File: src/rtl/irq_coal_pkg.sv
package irq_coal_pkg;
  localparam int unsigned NCAUSE = 3;
  typedef enum int unsigned {
    CAUSE_DONE = 0,
    CAUSE_DLY  = 1,
    CAUSE_ERR  = 2
  } cause_e;
endpackage

File: src/rtl/done_counter.sv
module done_counter #(
  parameter int unsigned CNT_W   = 8,
  parameter int unsigned RST_VAL = 1
) (
  input  logic             clk_i,
  input  logic             rst_ni,
  input  logic             pkt_i,
  input  logic             reload_i,
  input  logic             expire_i,
  input  logic [CNT_W-1:0] thresh_i,
  output logic [CNT_W-1:0] cnt_o,
  output logic             hit_o
);
  logic [CNT_W-1:0] cnt_q, cnt_d, dec;

  assign dec = cnt_q - CNT_W'(1);

  always_comb begin
    cnt_d = cnt_q;
    hit_o = 1'b0;
    if (pkt_i) begin
      if (dec == '0) begin
        hit_o = 1'b1;
        cnt_d = thresh_i;
      end else begin
        cnt_d = dec;
      end
    end else if (expire_i) begin
      cnt_d = thresh_i;
    end
    // control write has the last word on the counter value
    if (reload_i) cnt_d = thresh_i;
  end

  always_ff @(posedge clk_i or negedge rst_ni) begin
    if (!rst_ni) cnt_q <= CNT_W'(RST_VAL);
    else         cnt_q <= cnt_d;
  end

  assign cnt_o = cnt_q;
endmodule

File: src/rtl/dly_timer.sv
module dly_timer #(
  parameter int unsigned DLY_W = 8
) (
  input  logic             clk_i,
  input  logic             rst_ni,
  input  logic             pkt_i,
  input  logic             tick_i,
  input  logic [DLY_W-1:0] delay_i,
  output logic [DLY_W-1:0] cnt_o,
  output logic             expire_o
);
  logic [DLY_W-1:0] cnt_q;
  logic             run_q;
  logic             arm;

  assign arm      = pkt_i && (delay_i != '0);
  assign expire_o = run_q && tick_i && (cnt_q == DLY_W'(1));

  always_ff @(posedge clk_i or negedge rst_ni) begin
    if (!rst_ni) begin
      cnt_q <= '0;
      run_q <= 1'b0;
    end else if (arm) begin
      cnt_q <= delay_i;
      run_q <= 1'b1;
    end else if (run_q && tick_i) begin
      cnt_q <= cnt_q - DLY_W'(1);
      if (cnt_q == DLY_W'(1)) run_q <= 1'b0;
    end
  end

  assign cnt_o = cnt_q;
endmodule

File: src/rtl/pend_irq.sv
module pend_irq #(
  parameter int unsigned NCAUSE = 3
) (
  input  logic              clk_i,
  input  logic              rst_ni,
  input  logic [NCAUSE-1:0] set_i,
  input  logic [NCAUSE-1:0] clr_i,
  input  logic [NCAUSE-1:0] en_i,
  output logic [NCAUSE-1:0] pend_o,
  output logic              irq_o
);
  logic [NCAUSE-1:0] pend_q;
  logic              irq_q;

  for (genvar k = 0; k < NCAUSE; k++) begin : g_cause
    always_ff @(posedge clk_i or negedge rst_ni) begin
      if (!rst_ni) pend_q[k] <= 1'b0;
      else         pend_q[k] <= set_i[k] | (pend_q[k] & ~clr_i[k]);
    end
  end

  always_ff @(posedge clk_i or negedge rst_ni) begin
    if (!rst_ni) irq_q <= 1'b0;
    else         irq_q <= |(pend_q & en_i);
  end

  assign pend_o = pend_q;
  assign irq_o  = irq_q;
endmodule

File: src/rtl/irq_coalescer.sv
module irq_coalescer
  import irq_coal_pkg::*;
#(
  parameter int unsigned CNT_W   = 8,
  parameter int unsigned DLY_W   = 8,
  parameter int unsigned CNT_RST = 1
) (
  input  logic              clk_i,
  input  logic              rst_ni,
  input  logic              pkt_done_i,
  input  logic              tick_i,
  input  logic              ctrl_wr_i,
  input  logic [CNT_W-1:0]  thresh_i,
  input  logic [DLY_W-1:0]  delay_i,
  input  logic [NCAUSE-1:0] irq_en_i,
  input  logic              fault_i,
  input  logic              clr_wr_i,
  input  logic [NCAUSE-1:0] clr_mask_i,
  output logic [NCAUSE-1:0] pend_o,
  output logic [CNT_W-1:0]  cnt_o,
  output logic [7:0]        tmr_o,
  output logic              irq_o
);
  localparam int unsigned TMR_OUT_W = 8;

  logic              hit, expire;
  logic [DLY_W-1:0]  tmr;
  logic [NCAUSE-1:0] set_vec, clr_vec;

  done_counter #(.CNT_W(CNT_W), .RST_VAL(CNT_RST)) u_cnt (
    .clk_i    (clk_i),
    .rst_ni   (rst_ni),
    .pkt_i    (pkt_done_i),
    .reload_i (ctrl_wr_i),
    .expire_i (expire),
    .thresh_i (thresh_i),
    .cnt_o    (cnt_o),
    .hit_o    (hit)
  );

  dly_timer #(.DLY_W(DLY_W)) u_tmr (
    .clk_i    (clk_i),
    .rst_ni   (rst_ni),
    .pkt_i    (pkt_done_i),
    .tick_i   (tick_i),
    .delay_i  (delay_i),
    .cnt_o    (tmr),
    .expire_o (expire)
  );

  always_comb begin
    set_vec             = '0;
    set_vec[CAUSE_DONE] = hit;
    set_vec[CAUSE_DLY]  = expire;
    set_vec[CAUSE_ERR]  = fault_i;
  end

  assign clr_vec = clr_wr_i ? clr_mask_i : '0;

  pend_irq #(.NCAUSE(NCAUSE)) u_pend (
    .clk_i  (clk_i),
    .rst_ni (rst_ni),
    .set_i  (set_vec),
    .clr_i  (clr_vec),
    .en_i   (irq_en_i),
    .pend_o (pend_o),
    .irq_o  (irq_o)
  );

  if (DLY_W >= TMR_OUT_W) begin : g_tmr_trunc
    assign tmr_o = tmr[TMR_OUT_W-1:0];
  end else begin : g_tmr_ext
    assign tmr_o = {{(TMR_OUT_W-DLY_W){1'b0}}, tmr};
  end
endmodule

File: config.mk
export PLATFORM = sky130hd
export DESIGN_NAME = irq_coalescer
export DESIGN_NICKNAME = d
export VERILOG_FILES = /design/src/rtl/irq_coal_pkg.sv /design/src/rtl/done_counter.sv /design/src/rtl/dly_timer.sv /design/src/rtl/pend_irq.sv /design/src/rtl/irq_coalescer.sv
export SDC_FILE = /design/constraint.sdc
export NUM_CORES = 1
export LEC_CHECK = 0
export BUFFER_PORTS_ARGS = -buffer_cell sky130_fd_sc_hd__buf_2
export CORE_UTILIZATION = 51
export DETAILED_ROUTE_END_ITERATION = 7
export PLACE_DENSITY = 0.81
export REMOVE_ABC_BUFFERS = 1
export SKIP_LAST_GASP = 1
export SYNTH_ARGS = -nofsm -noshare
export SYNTH_HDL_FRONTEND = slang
export SYNTH_SLANG_ARGS = --single-unit
File: constraint.sdc
create_clock -name clk_i -period 4 [get_ports clk_i]
set_clock_uncertainty 0.05 [all_clocks]
set_input_delay 0.4 -clock clk_i [delete_from_list [all_inputs] [get_ports clk_i]]
set_output_delay 0.4 -clock clk_i [all_outputs]
set_load 0.05 [all_outputs]
==> flow_summary.toml <==
[critical_path]
required_ns = 4.14
crit_path_end_kind = "flip-flop"
path_buf_inv = 0
path_cells = "or4_4, nor4_4, nor3_2, a31o_1, a221o_1"
worst_path_largest_cell_delay_ns = 0.60
worstPathMaxFanout = 12
critical_path_arrival_ns = 2.38
r2r_cells = 5
crit_path_start_kind = "flip-flop"
worstSetupPathType = "reg -> reg"
r2r_slack_ns = 1.76
reg2reg_to = "u_cnt.cnt_o[6]$_DFFE_PN0P_"
r2r-start = "u_tmr.cnt_o[2]$_DFFE_PN0P_"
critPathSlowestCell = "or4_4"
critical-path-top-delay-family = "simple AND/OR/NAND/NOR gates"

[floorplanning]
fp.dieW_um = 50.9
die_h_um = 50.9
io_pins = 49
dieArea_um2 = 2590
coreArea_um2 = 2230
fp-row-count = 17
initial_core_util_pct = 54.7

[clocking]
ctsResizeCount = 0
hold_buffers = 1
clock_latency_ns = 0.29
cts_tree = "done"
clockBufferDepth = 2
cts-htree-levels = 1
path_clk_slew_ns = 0.11
numCtsBuffers = 3
cts_sinks = 21
post-cts-setup-buffers = 0
root_buffer = "clkbuf_4"

[power]
max-vdd-ir-drop_mv = 0.325
power_density_nw_per_um2 = 396
p_sw_w = 0.000252
intPower_w = 0.000347
clkPwrFrac_pct = 16.1
combinationalPowerShare_pct = 38.8
switching_share_pct = 42.1
power_w = 0.000600
seqPwrFrac_pct = 45.1
p_leak_nw = 0.732

[synthesis]
synth_seq_cells = 21
syn_inst = 136
yosysWarnings = 0
syn-cell-area_um2 = 1220
ys_types = 37
syn_avg_cell_area_um2 = 8.98
seq_area_frac_synth_pct = 43.1

[sta]
fin_tns_setup_ns = 0
finalSetupViolations = 0
final-max-slew-violation-count = 0
rsz0062_at_grt = "false"
finalWorstPathRequiredPeriod_ns = 2.24
fmax_mhz = 447
fin_crit_sh_pct = 56.0
holdWs_ns = 0.231
finalHoldViolCount = 0
maxSlewHeadroom_pct = 56.2
worstMarginPinSlew_ns = 0.654

[final_layout]
antenna_cells = 0
area_growth_pct = 23.9
drive_gt1_share_pct = 30.6
utilization_pct = 67.7
final_nets = 220
fin_cells = 214

[grt]
grt_max_degree = 22
grt_pass1_wl_mm = 4.41
grt_usage_pct = 22.4
antenna_found_initial = 0
gr-total-overflow = 0
grt_pass1_vias = 1075

[place]
numPortBuffers = 48
dp_hpwl_mm = 2.15
gp_congestion = 0.811
dp.cells = 209

[hold_path]
hold_end = "u_pend.pend_o[2]$_DFF_PN0_"
hold_class = "in -> reg"
hp-start = "fault_i"
whs_path_depth = 2

[route]
drt-initial-drc-count = 29
drt_wl_total_mm = 2.70
post_drt_wl_per_cell_um = 12.6
ant_nets = 0
viasPerCell = 5.50
route.detailed.drc = 0
drt_pass1_iterations = 4
num_vias = 1176

[job]
maxCapViolCount = 0

[outcome]
status = "finished clean"
registers in the layout, indices dropped and copies added (netlist names):
register	count
u_cnt.cnt_o	8
u_tmr.run_q	1
u_pend.irq_o	1
u_pend.pend_o	3
u_tmr.cnt_o	8
power by group through the flow:
| stage | Sequential [W] | Combinational [W] | Clock [W] |
|---|---|---|---|
| 2_1_floorplan | 0.000357 | 0.0000803 | 0 |
| 4_1_cts | 0.000270 | 0.000233 | 0.0000986 |
| 3_5_place_dp | 0.000274 | 0.000232 | 0 |
| 3_3_place_gp | 0.000272 | 0.000227 | 0 |
| 5_1_grt | 0.000275 | 0.000252 | 0.000108 |
| 6_report | 0.000271 | 0.000232 | 0.0000964 |
synthesized netlist by cell type (all sizes together):
| cell type | n | area share, % |
|---|---|---|
| a211oi | 1 | 0.61 |
| a21o | 3 | 1.8 |
| a21oi | 3 | 1.2 |
| a221o | 3 | 2.5 |
| a222oi | 1 | 0.82 |
| a22oi | 1 | 0.61 |
| a31o | 2 | 1.4 |
| a31oi | 2 | 1.0 |
| a32oi | 1 | 0.72 |
| and3 | 1 | 0.51 |
| buf | 2 | 1.3 |
| clkbuf | 1 | 0.31 |
| dfrtp | 20 | 41 |
| dfstp | 1 | 2.2 |
| ha | 4 | 4.1 |
| inv | 9 | 2.8 |
| nand2 | 20 | 6.1 |
| nand2b | 1 | 0.51 |
| nand3 | 3 | 1.2 |
| nand4 | 2 | 1.0 |
| nor2 | 14 | 4.3 |
| nor3 | 5 | 2.9 |
| nor4 | 5 | 3.8 |
| o211ai | 1 | 0.61 |
| o21ai | 15 | 6.1 |
| o21bai | 1 | 0.61 |
| o31ai | 1 | 0.61 |
| or3 | 1 | 0.51 |
| or4 | 2 | 1.5 |
| xnor2 | 8 | 5.7 |
| xor2 | 2 | 1.4 |
placed cells by master, fill, tap and decap left out, types with 2 or more instances in the layout:
master and count:
nor4_1 4, a31oi_1 2, nor2_1 14, xor2_1 2, clkbuf_4 3, buf_2 48, ha_1 4, nor3_1 3
o21ai_0 14, nand4_1 2, a21o_1 3, inv_1 9, xnor2_1 8, a21oi_1 3, nand2_1 20, dfrtp_1 20
a221o_1 3, nor3_2 2, nand3_1 3
cell type report:
| class | count | area (µm²) |
|---|---|---|
| multi-input combinational | 103 | 641 |
| fill | 185 | 721 |
| inverter | 9 | 33.8 |
| sequential | 21 | 527 |
| clock buffer | 4 | 26.3 |
| tap | 28 | 35.0 |
| timing repair buffer | 49 | 250 |
cells by family after synthesis:
| group | count (synthesis) | share of synthesized area (%) |
|---|---|---|
| adders and majority gates | 4 | 4.10 |
| AOI/OAI and AO/OA | 35 | 18.8 |
| and+or+nand+nor | 54 | 22.4 |
| buffers and inverters | 12 | 4.40 |
| DFF | 21 | 43.1 |
| xor gates and xnor gates | 10 | 7.17 |
worst max-delay path by stage:
stage                                    start                    endpoint  slack (ns)  depth (start not counted)
finish              u_tmr.cnt_o[2]$_DFFE_PN0P_  u_cnt.cnt_o[6]$_DFFE_PN0P_        1.76                          5
global route        u_tmr.cnt_o[2]$_DFFE_PN0P_  u_cnt.cnt_o[6]$_DFFE_PN0P_        1.65                          5
CTS                 u_tmr.cnt_o[2]$_DFFE_PN0P_  u_cnt.cnt_o[6]$_DFFE_PN0P_        1.75                          5
detailed placement  u_tmr.cnt_o[2]$_DFFE_PN0P_  u_cnt.cnt_o[6]$_DFFE_PN0P_        1.76                          5
global placement    u_tmr.cnt_o[2]$_DFFE_PN0P_  u_cnt.cnt_o[6]$_DFFE_PN0P_        1.81                          5
floorplan           u_tmr.cnt_o[2]$_DFFE_PN0P_  u_cnt.cnt_o[6]$_DFFE_PN0P_        1.65                          5
through the flow:
step	area, µm²	worst slack, ns
after CTS	1510	1.75
final	1510	1.76
after detailed placement	1480	1.76
after floorplan	1200	1.65
after global routing	1510	1.65
after global placement	1480	1.81
layer usage:
layer,wire (µm),GRT usage (%),up-vias
met5,0,0,-
met4,29,5.56,0
met3,141,2.98,4
met2,1320,40.1,44
met1,1210,28.3,545
li1,-,-,583
Note: power is estimated with default switching activity, not from simulation.
